--- src/rtl/stream_dma_pkg.sv ---
package stream_dma_pkg;

    typedef enum logic [1:0] {
        SEL_DEST = 2'd0,
        SEL_CNT  = 2'd1,
        SEL_CTRL = 2'd2,
        SEL_NONE = 2'd3
    } reg_sel_e;

    typedef enum logic [1:0] {
        ST_IDLE = 2'd0,
        ST_RUN  = 2'd1,
        ST_DONE = 2'd2
    } seq_state_e;

    localparam int CTRL_GO_BIT   = 0;
    localparam int CTRL_BUSY_BIT = 1;

endpackage

--- src/rtl/stream_dma_regs.sv ---
module stream_dma_regs
    import stream_dma_pkg::*;
#(
    parameter int          ADDR_W    = 32,
    parameter logic [31:0] DEST_KEEP = 32'h03FF_FFE0,
    parameter logic [31:0] DEST_SET  = 32'h1000_0000,
    parameter logic [31:0] CNT_KEEP  = 32'h00FF_FFE0,
    parameter int          ADV_BIT   = 24
) (
    input  logic              clk,
    input  logic              rst_n,
    input  logic              wr_en,
    input  logic [1:0]        wr_sel,
    input  logic [ADDR_W-1:0] wr_data,
    input  logic [1:0]        rd_sel,
    output logic [ADDR_W-1:0] rd_data,
    input  logic              busy,
    input  logic              fin,
    input  logic [ADDR_W-1:0] moved,
    output logic [ADDR_W-1:0] dest_q,
    output logic [ADDR_W-1:0] count_q,
    output logic              start
);

    localparam logic [ADDR_W-1:0] KEEP_D = ADDR_W'(DEST_KEEP);
    localparam logic [ADDR_W-1:0] SET_D  = ADDR_W'(DEST_SET);
    localparam logic [ADDR_W-1:0] KEEP_C = ADDR_W'(CNT_KEEP);

    typedef struct packed {
        logic [ADDR_W-1:0] dest;
        logic [ADDR_W-1:0] count;
        logic              go;
    } regs_t;

    regs_t r_q, r_d;
    logic  wr_ok;

    always_comb begin
        r_d   = r_q;
        start = 1'b0;
        wr_ok = wr_en && !busy;
        if (fin) begin
            r_d.go    = 1'b0;
            r_d.count = '0;
            if (r_q.dest[ADV_BIT]) begin
                r_d.dest = r_q.dest + moved;
            end
        end else if (wr_ok) begin
            unique case (reg_sel_e'(wr_sel))
                SEL_DEST: r_d.dest  = (wr_data & KEEP_D) | SET_D;
                SEL_CNT:  r_d.count = wr_data & KEEP_C;
                SEL_CTRL: begin
                    r_d.go = wr_data[CTRL_GO_BIT];
                    start  = wr_data[CTRL_GO_BIT];
                end
                default: ;
            endcase
        end
    end

    always_ff @(posedge clk or negedge rst_n) begin
        if (!rst_n) begin
            r_q <= '0;
        end else begin
            r_q <= r_d;
        end
    end

    always_comb begin
        rd_data = '0;
        unique case (reg_sel_e'(rd_sel))
            SEL_DEST: rd_data = r_q.dest;
            SEL_CNT:  rd_data = r_q.count;
            SEL_CTRL: begin
                rd_data[CTRL_GO_BIT]   = r_q.go;
                rd_data[CTRL_BUSY_BIT] = busy;
            end
            default: rd_data = '0;
        endcase
    end

    assign dest_q  = r_q.dest;
    assign count_q = r_q.count;

    AST_FIN_CLEARS: assert property (@(posedge clk) disable iff (!rst_n)
        fin |=> (count_q == '0) && !r_q.go);

    AST_BUSY_HOLD: assert property (@(posedge clk) disable iff (!rst_n)
        (busy && !fin) |=> ($stable(dest_q) && $stable(count_q)));

    AST_CNT_ALIGN: assert property (@(posedge clk) disable iff (!rst_n)
        (count_q & ~KEEP_C) == '0);

    AST_DEST_FORCED: assert property (@(posedge clk) disable iff (!rst_n)
        (wr_en && !busy && (wr_sel == SEL_DEST)) |=> ((dest_q & SET_D) == SET_D));

endmodule

--- src/rtl/stream_dma_seq.sv ---
module stream_dma_seq
    import stream_dma_pkg::*;
#(
    parameter int ADDR_W = 32,
    parameter int DATA_W = 32
) (
    input  logic              clk,
    input  logic              rst_n,
    input  logic              start,
    input  logic [ADDR_W-1:0] dest,
    input  logic [ADDR_W-1:0] count,
    input  logic              s_valid,
    output logic              s_ready,
    input  logic [DATA_W-1:0] s_data,
    input  logic              s_last,
    output logic              m_valid,
    input  logic              m_ready,
    output logic [ADDR_W-1:0] m_addr,
    output logic [DATA_W-1:0] m_data,
    output logic              busy,
    output logic              fin,
    output logic [ADDR_W-1:0] moved
);

    localparam int                BEAT_BYTES = DATA_W / 8;
    localparam logic [ADDR_W-1:0] BEAT_INC   = ADDR_W'(BEAT_BYTES);

    typedef struct packed {
        seq_state_e        st;
        logic [ADDR_W-1:0] remain;
        logic [ADDR_W-1:0] done_bytes;
    } seq_t;

    seq_t s_q, s_d;
    logic running;
    logic beat;

    always_comb begin
        s_d     = s_q;
        running = (s_q.st == ST_RUN) && (s_q.remain != '0);
        m_valid = running && s_valid;
        s_ready = running && m_ready;
        beat    = running && s_valid && m_ready;
        m_addr  = dest + s_q.done_bytes;
        m_data  = s_data;
        unique case (s_q.st)
            ST_IDLE: begin
                if (start) begin
                    s_d.st         = ST_RUN;
                    s_d.remain     = count;
                    s_d.done_bytes = '0;
                end
            end
            ST_RUN: begin
                if (s_q.remain == '0) begin
                    s_d.st = ST_DONE;
                end else if (beat) begin
                    s_d.remain     = s_q.remain - BEAT_INC;
                    s_d.done_bytes = s_q.done_bytes + BEAT_INC;
                    if ((s_q.remain == BEAT_INC) || s_last) begin
                        s_d.st = ST_DONE;
                    end
                end
            end
            ST_DONE: s_d.st = ST_IDLE;
            default: s_d.st = ST_IDLE;
        endcase
    end

    always_ff @(posedge clk or negedge rst_n) begin
        if (!rst_n) begin
            s_q <= '{st: ST_IDLE, remain: '0, done_bytes: '0};
        end else begin
            s_q <= s_d;
        end
    end

    assign busy  = (s_q.st != ST_IDLE);
    assign fin   = (s_q.st == ST_DONE);
    assign moved = s_q.done_bytes;

    AST_EVT_SINGLE: assert property (@(posedge clk) disable iff (!rst_n)
        fin |=> !fin);

    AST_IDLE_QUIET: assert property (@(posedge clk) disable iff (!rst_n)
        !busy |-> (!m_valid && !s_ready));

    AST_ADDR_STEP: assert property (@(posedge clk) disable iff (!rst_n)
        (m_valid && m_ready) |=> (!m_valid || (m_addr == $past(m_addr) + BEAT_INC)));

    AST_MOVED_BOUND: assert property (@(posedge clk) disable iff (!rst_n)
        busy |-> (moved <= count));

endmodule

--- src/rtl/stream_dma_chan.sv ---
module stream_dma_chan
    import stream_dma_pkg::*;
#(
    parameter int          ADDR_W    = 32,
    parameter int          DATA_W    = 32,
    parameter logic [31:0] DEST_KEEP = 32'h03FF_FFE0,
    parameter logic [31:0] DEST_SET  = 32'h1000_0000,
    parameter logic [31:0] CNT_KEEP  = 32'h00FF_FFE0,
    parameter int          ADV_BIT   = 24
) (
    input  logic              clk,
    input  logic              rst_n,
    input  logic              reg_wr,
    input  logic [1:0]        reg_wsel,
    input  logic [ADDR_W-1:0] reg_wdata,
    input  logic [1:0]        reg_rsel,
    output logic [ADDR_W-1:0] reg_rdata,
    input  logic              in_valid,
    output logic              in_ready,
    input  logic [DATA_W-1:0] in_data,
    input  logic              in_last,
    output logic              mem_valid,
    input  logic              mem_ready,
    output logic [ADDR_W-1:0] mem_addr,
    output logic [DATA_W-1:0] mem_data,
    output logic              xfer_done
);

    logic              busy;
    logic              fin;
    logic              start;
    logic [ADDR_W-1:0] moved;
    logic [ADDR_W-1:0] dest_q;
    logic [ADDR_W-1:0] count_q;

    stream_dma_regs #(
        .ADDR_W   (ADDR_W),
        .DEST_KEEP(DEST_KEEP),
        .DEST_SET (DEST_SET),
        .CNT_KEEP (CNT_KEEP),
        .ADV_BIT  (ADV_BIT)
    ) u_regs (
        .clk    (clk),
        .rst_n  (rst_n),
        .wr_en  (reg_wr),
        .wr_sel (reg_wsel),
        .wr_data(reg_wdata),
        .rd_sel (reg_rsel),
        .rd_data(reg_rdata),
        .busy   (busy),
        .fin    (fin),
        .moved  (moved),
        .dest_q (dest_q),
        .count_q(count_q),
        .start  (start)
    );

    stream_dma_seq #(
        .ADDR_W(ADDR_W),
        .DATA_W(DATA_W)
    ) u_seq (
        .clk    (clk),
        .rst_n  (rst_n),
        .start  (start),
        .dest   (dest_q),
        .count  (count_q),
        .s_valid(in_valid),
        .s_ready(in_ready),
        .s_data (in_data),
        .s_last (in_last),
        .m_valid(mem_valid),
        .m_ready(mem_ready),
        .m_addr (mem_addr),
        .m_data (mem_data),
        .busy   (busy),
        .fin    (fin),
        .moved  (moved)
    );

    assign xfer_done = fin;

    AST_START_NEEDS_BIT0: assert property (@(posedge clk) disable iff (!rst_n)
        (reg_wr && !busy && (reg_wsel == 2'd2) && !reg_wdata[0]) |=> !busy);

endmodule

--- config.mk ---
export PLATFORM = sky130hd
export DESIGN_NAME = stream_dma_chan
export DESIGN_NICKNAME = d
export VERILOG_FILES = /design/src/rtl/stream_dma_pkg.sv /design/src/rtl/stream_dma_regs.sv /design/src/rtl/stream_dma_seq.sv /design/src/rtl/stream_dma_chan.sv
export SDC_FILE = /design/constraint.sdc
export NUM_CORES = 1
export LEC_CHECK = 0
export ABC_AREA = 1
export BUFFER_PORTS_ARGS = -buffer_cell sky130_fd_sc_hd__buf_2
export CAP_MARGIN = 20
export CORE_ASPECT_RATIO = 1.2
export CORE_MARGIN = 2
export CORE_UTILIZATION = 60
export CTS_CLUSTER_SIZE = 24
export DETAILED_ROUTE_END_ITERATION = 7
export HOLD_SLACK_MARGIN = 0.03
export PLACE_DENSITY = 0.91
export SYNTH_ARGS = -nofsm -noshare
export SYNTH_HDL_FRONTEND = slang
export SYNTH_HIERARCHICAL = 1
export SYNTH_SLANG_ARGS = --single-unit
--- constraint.sdc ---
create_clock -name clk -period 2.45 [get_ports clk]
set_input_delay 0.49 -clock clk [delete_from_list [all_inputs] [get_ports clk]]
set_output_delay 0.49 -clock clk [all_outputs]
set_load 0.01 [all_outputs]
# Yosys cells after proc, flatten, opt, wreduce, memory -nomap -nowiden
# Cells that the tools add are included.
[totals]
out_inout_bits = 99
input_bits = 74
ff_bits = 131
word_cells = 65
[op_classes]
mux = 18
n_addsub = 3
n_reduce_logical = 24
eq_ne = 13
[op_table]
columns = ["operator", "n"]
rows = [
  ["2-to-1 mux 66 bit", 2],
  ["2-to-1 mux 65 bit", 2],
  ["case mux 64 bit (2 select lines)", 1],
  ["2-to-1 mux 32 bit", 3],
  ["2-to-1 mux 64 bit", 1],
  ["case mux 30 bit (2 select lines)", 1],
  ["adder 32 x 3 -> 32 bit (second input constant)", 1],
  ["adder 32 bit", 1],
  ["equality test 32 x 3 -> 1 bit (second input constant)", 1],
  ["logical NOT 32 bit", 1],
  ["nonzero test 32 bit", 1],
  ["subtractor 32 x 3 -> 32 bit (second input constant)", 1],
  ["nonzero test 2 bit", 6],
  ["equality test 2 x 1 -> 1 bit (second input constant)", 3],
  ["equality test 2 bit (second input constant)", 3],
  ["logical NOT 2 bit", 3],
  ["case mux 2 bit (3 select lines)", 1],
  ["AND reduction 2 bit", 3],
  ["AND reduction 3 bit", 2],
  ["logical AND 1 bit", 5],
  ["2-to-1 mux 1 bit", 4],
  ["2-to-1 mux 2 bit", 2],
  ["inequality test 2 x 1 -> 1 bit (second input constant)", 2],
  ["inequality test 2 bit (second input constant)", 2],
  ["6 further kinds", 6],
]

# Longest topological paths before layout
# Gate-level depths: netlist of the first run.
[logic_depth]
ltp_word = 7
mapped_depth = 16
ltp_nobuf = 15

# By module
# The synthesis of the first run kept the hierarchy.
[modules_own_cells]
columns = ["mod", "n_inst", "cells_per_inst", "area_each_um2", "seq_area_each_um2"]
rows = [
  ["stream_dma_seq", 1, 1238, 7181.9, 1601.5],
  ["stream_dma_regs", 1, 897, 5501.5, 1301.2],
]

# Worst setup path after synthesis of the first run
# OpenSTA, ideal clock, no wires.
[synth_timing]
kind = "reg2out"
from = "register u_regs.r_q, in the netlist u_regs/dest_q[3]"
to = "output port mem_addr[16]"
slack_ns = 0.202
t_arrival_ns = 1.758
path_stages_with_launch = 12
n_path_buf = 1
t_required_ns = 1.960
cell_sequence = "dfrtp_1 -> buf_4 -> ha_1 -> nand2_1 -> nand2_1 -> nand3_1 -> nand2_1 -> nand2_1 -> a21oi_1 -> nor2_1 -> or2_2 -> nand2_1"
[synth_between]
elab_chain_len = 1
[synth_rtl]
columns = ["item", "line", "text"]
rows = [
  ["from (decl)", "stream_dma_regs.sv:35", "regs_t r_q, r_d;"],
  ["from (signal assigned)", "stream_dma_regs.sv:65", "r_q <= r_d;"],
  ["adder 32 bit", "stream_dma_seq.sv:44", "m_addr = dest + s_q.done_bytes;"],
  ["to (decl)", "stream_dma_chan.sv:24", "output logic [ADDR_W-1:0] mem_addr,"],
]
# Every way passes these cells.

# Final worst setup path of the first run
[layout_timing]
from = "register u_regs.r_q, in the netlist u_regs/dest_q[10]"
to = "output port mem_addr[12]"
# The elaborated chain is that of the path after synthesis.

==> results of run 1 <==
-- cell families after synthesis --
family                   synth area share
AO/OA/AOI/OAI                      0.0848
XOR/XNOR                           0.0214
adder cells (fa/ha/maj)            0.0647
buffers and inverters               0.178
flip-flops                          0.229
multiplexers                      0.00178
other                            0.000592
AND/OR/NAND/NOR                     0.420
-- synth_stat cells (24+ instances only) --
library cell  count
nand2_1         674
nand4_1          28
buf_4           130
inv_1           265
dfrtp_1         116
nor3_1           27
xor2_1           24
o21ai_0          77
nand3_1         208
a21oi_1          80
nor2_1          264
clkbuf_1         24
ha_1             64
-- stage by stage --
step / power (uW) / instance area (sq um) / setup slack [ps] / hold slack (ps)
2_1_floorplan: 8560 / 12700 / 202 / 194
3_3_place_gp: 10700 / 13200 / -0.443 / 425
3_5_place_dp: 10900 / 13200 / -48.0 / 426
4_1_cts: 14700 / 14700 / -203 / 352
5_1_grt: 16600 / 15200 / -402 / 371
6_report: 15800 / 15200 / -375 / 360
-- cell usage in the layout (no fill, tap or decap), types with 35 or more instances in the layout --
| cell type | instances |
|---|---|
| nand2_2 | 55 |
| inv_1 | 258 |
| dfrtp_1 | 92 |
| nor2_1 | 230 |
| nand2_1 | 619 |
| nand3_1 | 199 |
| buf_4 | 116 |
| o21ai_0 | 61 |
| a21oi_1 | 55 |
| buf_2 | 96 |
| ha_1 | 35 |
-- layer usage --
metal / wire, um / track usage
met5: 0 / 0
met3: 4860 / 0.0909
met4: 4430 / 0.293
met2: 22500 / 0.652
met1: 17100 / 0.499
-- power groups by stage --
stage | clock [uW] | sequential (uW) | combinational [uW]
2_1_floorplan | 0 | 3040 | 5520
3_3_place_gp | 0 | 3340 | 7390
3_5_place_dp | 0 | 3360 | 7530
4_1_cts | 2650 | 3470 | 8540
5_1_grt | 2750 | 3580 | 10300
6_report | 2650 | 3550 | 9560
-- critical path, delay by kind of cell, from the launching register on --
family                   cells  cell delay (ps)
adder cells (fa/ha/maj)      1              370
AND/OR/NAND/NOR              4              540
flip-flops                   1              490
XOR/XNOR                     1              170
buffers and inverters        2              330
-- flip-flops by register name, indices dropped and copies added (netlist names) --
signal          cells
u_regs/count_q     19
u_regs/r_q          1
u_seq/s_q          34
u_seq/moved        30
u_regs/dest_q      32
-- final cells by class --
| class | count | area (sq um) | area share |
|---|---|---|---|
| Inverter | 278 | 1040 | 0.0685 |
| Tap cell | 270 | 338 | 0.0222 |
| Sequential cell | 116 | 2930 | 0.192 |
| Timing Repair Buffer | 230 | 1610 | 0.105 |
| Clock buffer | 18 | 429 | 0.0282 |
| Clock inverter | 14 | 179 | 0.0117 |
| Multi-Input combinational cell | 1575 | 8710 | 0.572 |
-- timing repair --
item	4_1_cts	5_1_grt
setup endpoints to repair	34	91
hold endpoints to repair	21	0
cloned	0	1
buffers inserted	17	15
gates resized for setup	192	101
hold buffers	1	0
pin swaps	55	69
-- worst paths after layout --
path / cells after the start / slack (ps) / end
setup / recovery: 8 / -380 / mem_addr[12]
hold reg to reg: 1 / 530 / u_seq/s_q[33]$_DFFE_PN0P_
setup reg to reg: 10 / 30 / u_seq/moved[16]$_DFFE_PN0P_
max in group asynchronous: 3 / 1190 / u_regs/dest_q[20]$_DFFE_PN0P_
min in group asynchronous: 2 / 510 / u_seq/s_q[60]$_DFFE_PN0P_
hold / removal: 4 / 360 / u_seq/s_q[64]$_DFFE_PN0P_
==> metrics.cfg, run 1 <==
[status]
violations=DRC, setup timing
status=complete, but fails checks

[clock_tree]
cts_tree=done
htree_levels=4
insertion_delay_ps=430
clock-sinks=116
clockBufferDepth=2
cts-buffers-inserted=17
clk_pin_slew_ps=60
cts-root-buf=clkbuf_16

[finish]
fin_nets=2357
final_cells=2501
diodes=0
fillers=1652
syn2layout_area_growth_pct=20.2
post-route-util=0.732
layout-drive-gt1-share=0.242

[floorplan]
initial_utilization=0.609
die_y_um=163
rows=58
die_area_sq_um=22300
core_area_sq_um=20800
pin_count=173
die_w_um=137

[power]
clockPowerShare=0.168
p_leak_uw=0.00794
comb_power_share=0.607
switching_share=0.514
p_sw_uw=8110
internal-power_uw=7650
power_density_nw_per_um2=1030
irDropWorstVdd_uv=1340
pwr-share-seq=0.225

[timing]
rsz0062_at_grt=yes
fin_ws_ps=-375
hold_violations=0
fin_setup_tns_ps=-6320
finalSetupViolations=24
finalCritPeriodShare=1.15
min_period_ps=2830
tightest_slew_ps=753
finalClockSkew_ps=13.4
relSlewSlack=0.498
final_max_slew_viol_count=0
max_freq_ghz=0.354

[setup_path]
required_ps=1960
slowest_delay_ps=490
r2r_start=u_seq/s_q[64]$_DFFE_PN0P_
cp_cell_sequence=ha_4, nand2_4, nor2_4, nand2_1, nand3b_1, buf_4, xor2_1, buf_2
criticalPathCategory=flop to output pin
cp-end-kind=output pin
worstPathArrival_ps=2340
cpMaxStageDelayCell=dfrtp_2
setup.worst_path.start=u_regs/dest_q[10]$_DFFE_PN0P_
worstPathMaxFanout=4
critPathLaunchType=flop

[placement]
dpl.cell_count=2437
dp.final_hpwl_um=34100
port-buffer-count=98
gp_congestion=0.994

[yosys]
synth-seq-cells=116
yosysTopAreaCellShare=0.229
synthesis.instances=2135
avgSynthCellArea_sq_um=5.94
ys_warn_count=6
synth_enable_flop_cells=0
synthTopCellsByArea=dfrtp_1, nand2_1, nand3_1
synthFlopType=dfrtp_1
synthDistinctLibCells=45
synthesis.area_sq_um=12700
ys_async_sr_fraction=1.00
seq_area_frac_synth=0.229
synth_top_area_cell=dfrtp_1

[global_routing]
grt_max_degree=68
track_usage=0.415
grt_pass1_vias=13153
antenna_found_initial=0
grt_pass1_wl_um=70200
overflow=0

[worst_hold_path]
worstHoldStart=in_last
holdCritPathClass=primary input to flop

[job]
maxCapViolations=0

[routing]
first_iter_violations=1859
antenna_left=0
route.vias.total=14813
vias_per_cell=5.92
firstDrtPassIters=8
routed_wl_um=48900
wl_per_cell_um=19.5
drc=3

Note: power is estimated with default switching activity, not from simulation.
==> run 2: changes to the inputs <==
--- a/config.mk
+++ b/config.mk
@@ -15,6 +15,7 @@
 export DETAILED_ROUTE_END_ITERATION = 7
 export HOLD_SLACK_MARGIN = 0.03
 export PLACE_DENSITY = 0.91
+export SETUP_SLACK_MARGIN = 0.02
 export SYNTH_ARGS = -nofsm -noshare
 export SYNTH_HDL_FRONTEND = slang
 export SYNTH_HIERARCHICAL = 1
==> metrics.cfg, run 2 (synthesis gave the netlist of run 1 again) <==
[global_routing]
track_usage=0.415  ; about the same
grt_max_degree=68  ; unchanged
grt_pass1_vias=13159  ; +0.046%
busiest_layer=met2
antenna_found_initial=0  ; unchanged
met2_usage=0.652  ; unchanged
grt_pass1_wl_um=70200  ; about the same
overflow=0  ; unchanged
grtUsageMet3=0.0909  ; unchanged
use_met1=0.499  ; unchanged

[timing]
final_max_slew_viol_count=0  ; unchanged
tightest_slew_ps=750  ; -3.20 ps
finalCritPeriodShare=1.15  ; about the same
fin_ws_ps=-377  ; -1.52 ps
relSlewSlack=0.500  ; +0.00213
max_freq_ghz=0.354  ; about the same
rsz0062_at_grt=yes
finalClockSkew_ps=14.1  ; +0.749 ps
finalSetupViolations=25  ; +4.2%
min_period_ps=2830  ; +1.52 ps
hold_violations=0  ; unchanged

[setup_path]
cp-end-kind=output pin
required_ps=1960  ; about the same
r2r_start=u_seq/s_q[65]$_DFFE_PN0P_
criticalPathCategory=flop to output pin
cp_cell_sequence=ha_4, nand2_2, nor3_2, nand2_1, nand2_2, buf_4, xor2_1, buf_2
path_common_cell=nand2_2
cpMaxStageDelayCell=dfrtp_2
critPathLaunchType=flop
slowest_delay_ps=500  ; about the same
worstPathArrival_ps=2340  ; about the same
worstPathMaxFanout=5  ; +1
setup.worst_path.start=u_regs/dest_q[10]$_DFFE_PN0P_

[routing]
first_iter_violations=1698  ; -8.7%
firstDrtPassIters=6  ; -2
antenna_left=0  ; unchanged
routed_wl_um=48700  ; -0.31%
drc=0  ; -3
wl_per_cell_um=19.5  ; -0.31%
route.vias.total=14764  ; -0.33%
vias_per_cell=5.90  ; -0.33%

[floorplan]
pin_count=173  ; unchanged
core_area_sq_um=20800  ; unchanged
die_w_um=137  ; unchanged
die_area_sq_um=22300  ; unchanged
initial_utilization=0.609  ; unchanged
die_y_um=163  ; unchanged
rows=58  ; unchanged

[power]
irDropWorstVdd_uv=1350  ; +0.31%
internal-power_uw=7670  ; +0.15%
pwr-share-seq=0.226  ; about the same
p_sw_uw=8130  ; +0.30%
power_density_nw_per_um2=1040  ; +0.16%
switching_share=0.515  ; about the same
comb_power_share=0.607  ; about the same
clockPowerShare=0.167  ; about the same
p_leak_uw=0.00794  ; about the same

[job]
maxCapViolations=0  ; unchanged

[clock_tree]
cts-root-buf=clkbuf_16
cts_tree=done
clk_pin_slew_ps=60  ; about the same
htree_levels=4  ; unchanged
clock-sinks=116  ; unchanged
insertion_delay_ps=430  ; about the same
clockBufferDepth=2  ; unchanged
cts-buffers-inserted=17  ; unchanged

[finish]
largest_reg_flops=34  ; unchanged
final_common_cell=nand2_1
regMostFlops=u_seq/s_q
diodes=0  ; unchanged
fin_nets=2357  ; unchanged
stdcell_area_sq_um=15300  ; about the same
post-route-util=0.732  ; about the same
layout_common_cells=nand2_1, inv_1, nor2_1
layout-drive-gt1-share=0.242  ; +0.000896
syn2layout_area_growth_pct=20.3  ; about the same

[placement]
dpl_worst_slack_ps=-48.0  ; unchanged
placed_area_sq_um=13200  ; unchanged
gp_congestion=0.994  ; unchanged
port-buffer-count=98  ; unchanged
dp.final_hpwl_um=34100  ; unchanged

[status]
status=complete, but fails checks
violations=setup timing

[worst_hold_path]
holdCritPathClass=primary input to flop
worstHoldStart=in_last

-- run 2: layout make-up --
class	count	area, sq um
Fill cell	1651	5580
Clock inverter	14	179
Multi-Input combinational cell	1574	8720
Clock buffer	18	429
Tap cell	270	338
Inverter	278	1040
Sequential cell	116	2930
Timing Repair Buffer	231	1610
-- run 2: path summary, 6_finish.rpt --
check,endpoint,slack [ps],depth (start not counted)
min in group asynchronous,u_seq/s_q[60]$_DFFE_PN0P_,500,2
worst max register to register,u_seq/moved[3]$_DFFE_PN0P_,60,9
max in group asynchronous,u_regs/dest_q[22]$_DFFE_PN0P_,1180,3
worst max-delay path,mem_addr[15],-380,8
worst min register to register,u_seq/s_q[33]$_DFFE_PN0P_,530,1
worst min-delay path,u_seq/s_q[64]$_DFFE_PN0P_,360,4
-- run 2: routing by layer --
layer / wire (um) / up-vias / part of all wire
li1: - / 6774 / -
met2: 22200 / 994 / 0.46
met1: 17400 / 6701 / 0.36
met3: 4730 / 295 / 0.097
met5: 0 / - / 0
met4: 4410 / 0 / 0.091
-- run 2: power groups by stage --
stage / Sequential, uW / Clock [uW] / Combinational [uW]
detailed placement: 3360 / 0 / 7530
global route: 3580 / 2750 / 10300
floorplan: 3040 / 0 / 5520
global placement: 3340 / 0 / 7390
CTS: 3470 / 2650 / 8540
finish: 3560 / 2640 / 9590
-- run 2: metrics by stage --
stage	total power (uW)	hold WS [ps]	TNS [ps]	std cells
5_1_grt	16600	373	-7470	2501
3_3_place_gp	10700	425	-0.443	2437
2_1_floorplan	8560	194	0	2148
6_report	15800	360	-6340	2501
4_1_cts	14700	352	-3520	2487
3_5_place_dp	10900	426	-125	2437
-- run 2: critical path: cells and delay by family, from the launching register on --
kind | cells | cell delay, ps
buffers and inverters | 2 | 280
DFF | 1 | 500
adders and majority gates | 1 | 380
xor gates and xnor gates | 1 | 130
and+or+nand+nor | 4 | 620
-- run 2: what timing repair did --
item	4_1_cts	5_1_grt
pin swaps	55	70
gates resized for setup	194	103
endpoints found under the setup margin	47	90
endpoints found under the hold margin	21	0
hold buffers	1	0
setup buffers	17	16
